===== config.mk =====
export PLATFORM = sky130hd
export DESIGN_NAME = txring_ptr_unit
export DESIGN_NICKNAME = d
export VERILOG_FILES = /design/src/rtl/txring_pkg.sv /design/src/rtl/txring_base_bank.sv /design/src/rtl/txring_ptr_engine.sv /design/src/rtl/txring_read_port.sv /design/src/rtl/txring_ptr_unit.sv
export SDC_FILE = /design/constraint.sdc
export NUM_CORES = 2
export LEC_CHECK = 0
export ABC_CLOCK_PERIOD_IN_PS = 4300
export BUFFER_PORTS_ARGS = -buffer_cell sky130_fd_sc_hd__buf_2
export CAP_MARGIN = 20
export CORE_MARGIN = 8
export CORE_UTILIZATION = 38
export DETAILED_ROUTE_END_ITERATION = 7
export PLACE_DENSITY = 0.62
export SLEW_MARGIN = 20
export SYNTH_ARGS = -nofsm -noshare
export SYNTH_HDL_FRONTEND = slang
export SYNTH_SLANG_ARGS = --single-unit

===== constraint.sdc =====
create_clock -name clk -period 4.3 [get_ports clk]
set_input_delay 0.215 -clock clk [delete_from_list [all_inputs] [get_ports clk]]
set_output_delay 0.215 -clock clk [all_outputs]
set_load 0.01 [all_outputs]

===== src/rtl/txring_pkg.sv =====
package txring_pkg;
  typedef struct packed {
    logic close;
    logic wrap;
    logic start;
    logic abort;
  } dma_evt_t;
endpackage


===== src/rtl/txring_base_bank.sv =====
module txring_base_bank #(
  parameter int N  = 8,
  parameter int AW = 32,
  parameter int LB = 3,
  localparam int RW = $clog2(N),
  localparam int UW = AW - LB
) (
  input  logic                 clk,
  input  logic                 rst,
  input  logic                 wr_en,
  input  logic [RW-1:0]        wr_ring,
  input  logic [AW-1:0]        wr_data,
  output logic [N-1:0][UW-1:0] base_q
);
  for (genvar i = 0; i < N; i++) begin : g_base
    logic [UW-1:0] b_r;
    always_ff @(posedge clk) begin
      if (rst)
        b_r <= '0;
      else if (wr_en && wr_ring == RW'(i))
        b_r <= wr_data[AW-1:LB];
    end
    assign base_q[i] = b_r;
  end
endmodule


===== src/rtl/txring_ptr_engine.sv =====
module txring_ptr_engine
  import txring_pkg::*;
#(
  parameter int N  = 8,
  parameter int AW = 32,
  parameter int LB = 3,
  localparam int RW = $clog2(N),
  localparam int UW = AW - LB
) (
  input  logic                 clk,
  input  logic                 rst,
  input  logic [RW-1:0]        dma_ring,
  input  dma_evt_t             evt,
  input  logic                 wr_en,
  input  logic [RW-1:0]        wr_ring,
  input  logic [AW-1:0]        wr_data,
  input  logic [N-1:0]         ring_en,
  input  logic [N-1:0][UW-1:0] base_q,
  output logic [N-1:0][UW-1:0] ptr_q,
  output logic [N-1:0][UW-1:0] fs_q
);
  localparam logic [UW-1:0] STEP = {{(UW-1){1'b0}}, 1'b1};

  for (genvar i = 0; i < N; i++) begin : g_ring
    logic          hit;
    logic          seed;
    logic [UW-1:0] p_r;
    logic [UW-1:0] f_r;

    assign hit  = (dma_ring == RW'(i));
    assign seed = wr_en && (wr_ring == RW'(i)) && !ring_en[i];

    always_ff @(posedge clk) begin
      if (rst) begin
        p_r <= '0;
        f_r <= '0;
      end else begin
        if (hit && evt.abort)
          p_r <= f_r;
        else if (hit && evt.close)
          p_r <= evt.wrap ? base_q[i] : p_r + STEP;
        else if (seed)
          p_r <= wr_data[AW-1:LB];
        if (hit && evt.start && !evt.abort)
          f_r <= p_r;
      end
    end

    assign ptr_q[i] = p_r;
    assign fs_q[i]  = f_r;
  end
endmodule


===== src/rtl/txring_read_port.sv =====
module txring_read_port #(
  parameter int N  = 8,
  parameter int AW = 32,
  parameter int LB = 3,
  localparam int RW = $clog2(N),
  localparam int UW = AW - LB
) (
  input  logic                 clk,
  input  logic                 rst,
  input  logic [RW-1:0]        rd_ring,
  input  logic [N-1:0][UW-1:0] base_q,
  input  logic [N-1:0][UW-1:0] ptr_q,
  output logic [AW-1:0]        rd_base,
  output logic [AW-1:0]        rd_ptr
);
  always_ff @(posedge clk) begin
    if (rst) begin
      rd_base <= '0;
      rd_ptr  <= '0;
    end else begin
      rd_base <= {base_q[rd_ring], {LB{1'b0}}};
      rd_ptr  <= {ptr_q[rd_ring], {LB{1'b0}}};
    end
  end
endmodule


===== src/rtl/txring_ptr_unit.sv =====
module txring_ptr_unit
  import txring_pkg::*;
#(
  parameter int NUM_RINGS  = 8,
  parameter int ADDR_W     = 32,
  parameter int ALIGN_BITS = 3,
  localparam int RW = $clog2(NUM_RINGS),
  localparam int UW = ADDR_W - ALIGN_BITS
) (
  input  logic                 clk,
  input  logic                 rst,
  input  logic [NUM_RINGS-1:0] ring_en,
  input  logic                 wr_en,
  input  logic [RW-1:0]        wr_ring,
  input  logic [ADDR_W-1:0]    wr_data,
  input  logic [RW-1:0]        rd_ring,
  output logic [ADDR_W-1:0]    rd_base,
  output logic [ADDR_W-1:0]    rd_ptr,
  input  logic [RW-1:0]        dma_ring,
  input  logic                 dma_close,
  input  logic                 dma_close_wrap,
  input  logic                 dma_start,
  input  logic                 dma_abort
);
  logic [NUM_RINGS-1:0][UW-1:0] base_q;
  logic [NUM_RINGS-1:0][UW-1:0] ptr_q;
  logic [NUM_RINGS-1:0][UW-1:0] fs_q;
  dma_evt_t                     evt;

  assign evt = '{close: dma_close, wrap: dma_close_wrap,
                 start: dma_start, abort: dma_abort};

  txring_base_bank #(.N(NUM_RINGS), .AW(ADDR_W), .LB(ALIGN_BITS)) u_base (
    .clk(clk), .rst(rst), .wr_en(wr_en), .wr_ring(wr_ring),
    .wr_data(wr_data), .base_q(base_q)
  );

  txring_ptr_engine #(.N(NUM_RINGS), .AW(ADDR_W), .LB(ALIGN_BITS)) u_ptr (
    .clk(clk), .rst(rst), .dma_ring(dma_ring), .evt(evt),
    .wr_en(wr_en), .wr_ring(wr_ring), .wr_data(wr_data),
    .ring_en(ring_en), .base_q(base_q), .ptr_q(ptr_q), .fs_q(fs_q)
  );

  txring_read_port #(.N(NUM_RINGS), .AW(ADDR_W), .LB(ALIGN_BITS)) u_rd (
    .clk(clk), .rst(rst), .rd_ring(rd_ring), .base_q(base_q),
    .ptr_q(ptr_q), .rd_base(rd_base), .rd_ptr(rd_ptr)
  );
endmodule


* Yosys cells after proc, flatten, opt, wreduce, memory -nomap -nowiden
Index checks and enable logic that the tools add are counted.
** Storage, ports and cells
- Word-level logic and storage cells :: 154
- Input port bits :: 56
- Output and inout bits :: 64
- Register bits :: 760
** Cells by class
- Multiplexer cells :: 36
- Eq/ne operators :: 14
- Reduce and logical (&&, ||, !) cells :: 67
- Add/sub/neg operators :: 8
- Magnitude comparators :: 1
** Operators by type and width (number)
- $mux 29 :: 34
- $add 29x1->29 const B :: 8
- $bmux 29 s3 :: 2
- $logic_and 1x1->1 :: 48
- $eq 3x3->1 const B :: 8
- $reduce_bool 3->1 :: 8
- $eq 3x2->1 const B :: 4
- $logic_not 1->1 :: 9
- $eq 3x1->1 const B :: 2
- $logic_not 3->1 :: 2
- $lt 3x4->1 const B :: 1

* Longest topological paths before layout
- Word-level depth :: 6
- Depth in mapped cells :: 9
- Mapped depth without buffers :: 6

* By module
From an unflattened synthesis, not the netlist that was laid out.
** Unflattened totals
- Cell total of the unflattened synthesis :: 4818
- Area, all modules :: 40398.7 µm²
** By module, submodules not included
- txring_ptr_engine :: sequential area each 9288.9 µm², instances 1, cells an instance 3660, area an instance 26449.1 µm²
- txring_base_bank :: sequential area each 4644.5 µm², instances 1, cells an instance 822, area an instance 9110.0 µm²
- txring_read_port :: sequential area each 1161.1 µm², instances 1, cells an instance 336, area an instance 4839.6 µm²

* Least setup slack after synthesis
Ideal clock, no wire load.
- Path type :: reg-to-reg
- Start point :: register u_ptr.g_ring[7].p_r[0]
- End point :: register u_ptr.g_ring[7].p_r[28]
- Buffers on the path :: 0
- Required time :: 4226 ps
- Setup slack :: 2185 ps
- Cell stages (with the launch flop) :: 7
- Arrival time :: 2041 ps
- Period minus slack after synthesis :: 2115 ps
- Library setup time :: 74 ps
- Path through :: dfxtp_1 > ha_1 > nand3_1 > or4_1 > or4_1 > a31o_1 > a31oi_1
** On the way
- Longest elaborated chain between the ends :: 4
** Ends and longest elaborated chain
- from (decl) :: line txring_ptr_engine.sv:27 : logic [UW-1:0] p_r;
- from (signal assigned) :: line txring_ptr_engine.sv:39 : p_r <= f_r;
- from (signal assigned) :: line txring_ptr_engine.sv:41 : p_r <= evt.wrap ? base_q[i] : p_r + STEP;
- from (signal assigned) :: line txring_ptr_engine.sv:43 : p_r <= wr_data[AW-1:LB];
- $add 29x1->29 :: line txring_ptr_engine.sv:41
- $mux 29 :: line txring_ptr_engine.sv:41
- $mux 29 :: line txring_ptr_engine.sv:40 : else if (hit && evt.close)
- $mux 29 :: line txring_ptr_engine.sv:38 : if (hit && evt.abort)
No other way between the ends.
A chain may end at the register's enable or synchronous reset.

* Worst setup path in the final report
- Start point :: register u_ptr.g_ring[5].p_r[4]
- End point :: register u_ptr.g_ring[5].p_r[24]
** On the way
- Longest elaborated chain between the ends :: 4
** Ends and longest elaborated chain (line)
- from (decl) :: txring_ptr_engine.sv:27
- from (signal assigned) :: txring_ptr_engine.sv:39
- from (signal assigned) :: txring_ptr_engine.sv:41
- from (signal assigned) :: txring_ptr_engine.sv:43
- $add 29x1->29 :: txring_ptr_engine.sv:41
- $mux 29 :: txring_ptr_engine.sv:41
- $mux 29 :: txring_ptr_engine.sv:40
- $mux 29 :: txring_ptr_engine.sv:38
No other way between the ends.

==> reports/metrics.cfg <==
[outcome]
status=finished, violations left
violations=DRC

[hold_path]
min_path_type=input pin to flip-flop
min-delay-start=wr_data[8]

[setup_path]
cp.depth=5
cp-endpoint=u_ptr.g_ring[5].p_r[24]
cp-end-kind=flip-flop
critPathTopFamily=simple AND/OR/NAND/NOR gates
r2r_slack_ps=1400
reg2reg_depth=5
critPathBufInv=0
slowest_delay_ps=910
start_kind=flip-flop
crit_chain=nand4_1, nor4_2, nand3_1, xnor2_1, a31o_2
critPathKind=flip-flop to flip-flop
crit_required_ps=4830
crit_arrival_ps=3430
r2r_start=u_ptr.g_ring[5].p_r[4]
reg2reg_to=u_ptr.g_ring[5].p_r[24]
crit_start=u_ptr.g_ring[5].p_r[4]
cpMaxStageDelayCell=nor4_2
path_max_fanout=10

[detailed_routing]
antenna_left=0
drtIter0Drc=6301
drc=6
wl_per_cell_um=29.1
via_per_inst=6.48
drt-total-wl_um=185000
vias=41300
dr.pass1.iters=8

[global_routing]
grt_pass1_wl_um=265000
first_global_vias=37500
grt_usage_pct=30.3
grt_max_degree=188
grt-ovfl-total=0
antenna_found_initial=22

[sta]
fin_skew_ps=37.5
fin_crit_sh_pct=67.4
max_freq_mhz=345
slew_headroom_pct=27.8
finalMaxSlewViolations=0
worst_pin_slew_ps=1070
rsz0062_at_grt=no
setup_viol=0
worst_hold_slack_ps=68.9
period_needed_ps=2900
tns_ps=0
hold_violations=0

[final_layout]
layout_common_cells=nand2_1 (1,193), dfxtp_1 (754), a21oi_1 (604)
drive_gt1_share_pct=11.9
final_common_cell=nand2_1
fillers=10700
finish.net_count=4957
syn_to_final_growth_pct=11.0

[power]
power_switching_uw=4810
p_sw_share_pct=27.7
seq_power_share_pct=43.7
ir_drop_v=0.000307
p_int_uw=12600
clkPwrFrac_pct=46.2
power_frac_comb_pct=10.1
power.density_mw_per_mm2=390
leakagePower_uw=0.0150

[yosys]
ys_seq_elements=754
yosysUniqueCellTypes=98
synth_top_area_share_pct=37.6
synth-edff-count=0
synthCells=5093
synthFlopType=dfxtp_1
synth_top_area_cell=dfxtp_1
yosysWarnings=0
seq_area_frac_synth_pct=37.6
avgSynthCellArea_sq_um=7.89
netlist_top_cells_area=dfxtp_1 (38%), nand2_1 (11%), a21oi_1 (7.6%)
async_reset_ff_share_pct=0
syn_area_sq_mm=0.0402

[die]
rows=119
dieHeight_um=341
die_area_sq_mm=0.116
io_pins=120
start_util_pct=38.2
core-area_sq_mm=0.105
die-width_um=341

[clock_network]
clkSlewWorstSetupHoldPaths_ps=60
htreeDepth=3
cts_buffers=86
clock_latency_ps=670
postCtsSetupRepairBufs=0
clock-sinks=754
cts_root_buf=clkbuf_16
cts_resized=0
holdBufCountCts=5
cts_tree=done
clock_path_buffers=3

[placed_design]
portBuffers=110
dp_hpwl_um=127000
place.gp.congestion=0.990

[job]
maxCapViolations=0

[layer usage]
metal | vias to the layer above | share of wire [%] | wire length [um] | track usage [%]
li1 | 17900 | - | - | -
met1 | 19800 | 39 | 72800 | 40.8
met2 | 3009 | 40 | 73900 | 42.0
met3 | 504 | 15 | 28600 | 11.8
met4 | 14 | 5.3 | 9850 | 14.3
met5 | - | 0.044 | 82 | 0
[state kept, by name, summed over array words and instances (netlist names)]
register and count:
u_ptr.g_ring.f_r 232, u_rd.rd_base 29, u_base.g_base.b_r 232, u_rd.rd_ptr 29
u_ptr.g_ring.p_r 232
[power by group through the flow]
| stage | logic (uW) | clock network (uW) | registers, uW |
|---|---|---|---|
| global route | 1810 | 8320 | 7600 |
| CTS | 1680 | 8050 | 7570 |
| finish | 1750 | 8030 | 7600 |
| floorplan | 1140 | 0 | 7500 |
| detailed placement | 1670 | 0 | 7720 |
| global placement | 1650 | 0 | 7720 |
[metrics by stage]
stage | setup slack [ps] | std cells | power, uW | instance area, sq um | util, %
detailed placement | 1180 | 6191 | 9390 | 41400 | 39.4
global route | 1270 | 6356 | 17700 | 44500 | 42.4
floorplan | 2180 | 5098 | 8640 | 40200 | -
global placement | 1260 | 6190 | 9370 | 41400 | 39.4
finish | 1400 | 6369 | 17400 | 44600 | 42.4
CTS | 1490 | 6354 | 17300 | 44500 | 42.4
[layout make-up]
cell class | count | area (sq um) | share of cell area (%)
inverter | 50 | 193 | 0.432
tap | 1391 | 1740 | 3.90
clock inverter | 37 | 518 | 1.16
timing repair buffer | 237 | 1660 | 3.72
clock buffer | 121 | 2530 | 5.67
sequential | 754 | 15100 | 33.9
multi-input combinational | 3764 | 22800 | 51.2
antenna | 15 | 37.5 | 0.0842
[worst min-delay path by stage]
| stage | end | slack [ps] | cells past startpoint |
|---|---|---|---|
| floorplan | u_ptr.g_ring[6].p_r[19] | 370 | 2 |
| global placement | u_ptr.g_ring[5].f_r[28] | 440 | 2 |
| detailed placement | u_ptr.g_ring[6].f_r[23] | 440 | 2 |
| CTS | u_base.g_base[5].b_r[7] | 30 | 3 |
| global route | u_base.g_base[3].b_r[6] | 60 | 3 |
| finish | u_base.g_base[6].b_r[5] | 70 | 3 |
[cell usage after synthesis, types with 39 or more instances]
library cell	instances
nand3_1	124
nor3_1	108
a211oi_1	43
mux4_2	115
buf_1	45
dfxtp_1	754
o21ai_0	214
xnor2_1	63
nor4_1	56
o221ai_1	116
a21oi_1	606
and3_1	39
inv_1	48
nand4_1	75
mux2i_1	97
clkbuf_1	413
nor2_1	223
a31oi_1	116
xor2_1	63
nand2_1	1194
o211ai_1	55
buf_2	39
o31ai_1	43
[cells by family (layout without fill, tap and decap cells)]
group                      Yosys count  in the layout  share of synthesized area [%]
DFF                                754            754                           37.6
xor gates and xnor gates           126            126                           2.75
muxes                              216            216                           9.02
and+or+nand+nor                   2005           2005                           22.6
AOI/OAI and AO/OA                 1403           1403                           21.7
other                                1             21                        0.00934
adders and majority gates            8              8                          0.249
buffers and inverters              580            445                           6.17
[worst register-to-register path: stages (launching register included)]
cell	delay [ps]
dfxtp_1	510
nand4_1	530
nor4_2	920
nand3_1	330
xnor2_1	230
a31o_2	260
(Power assumes the default switching activity.)
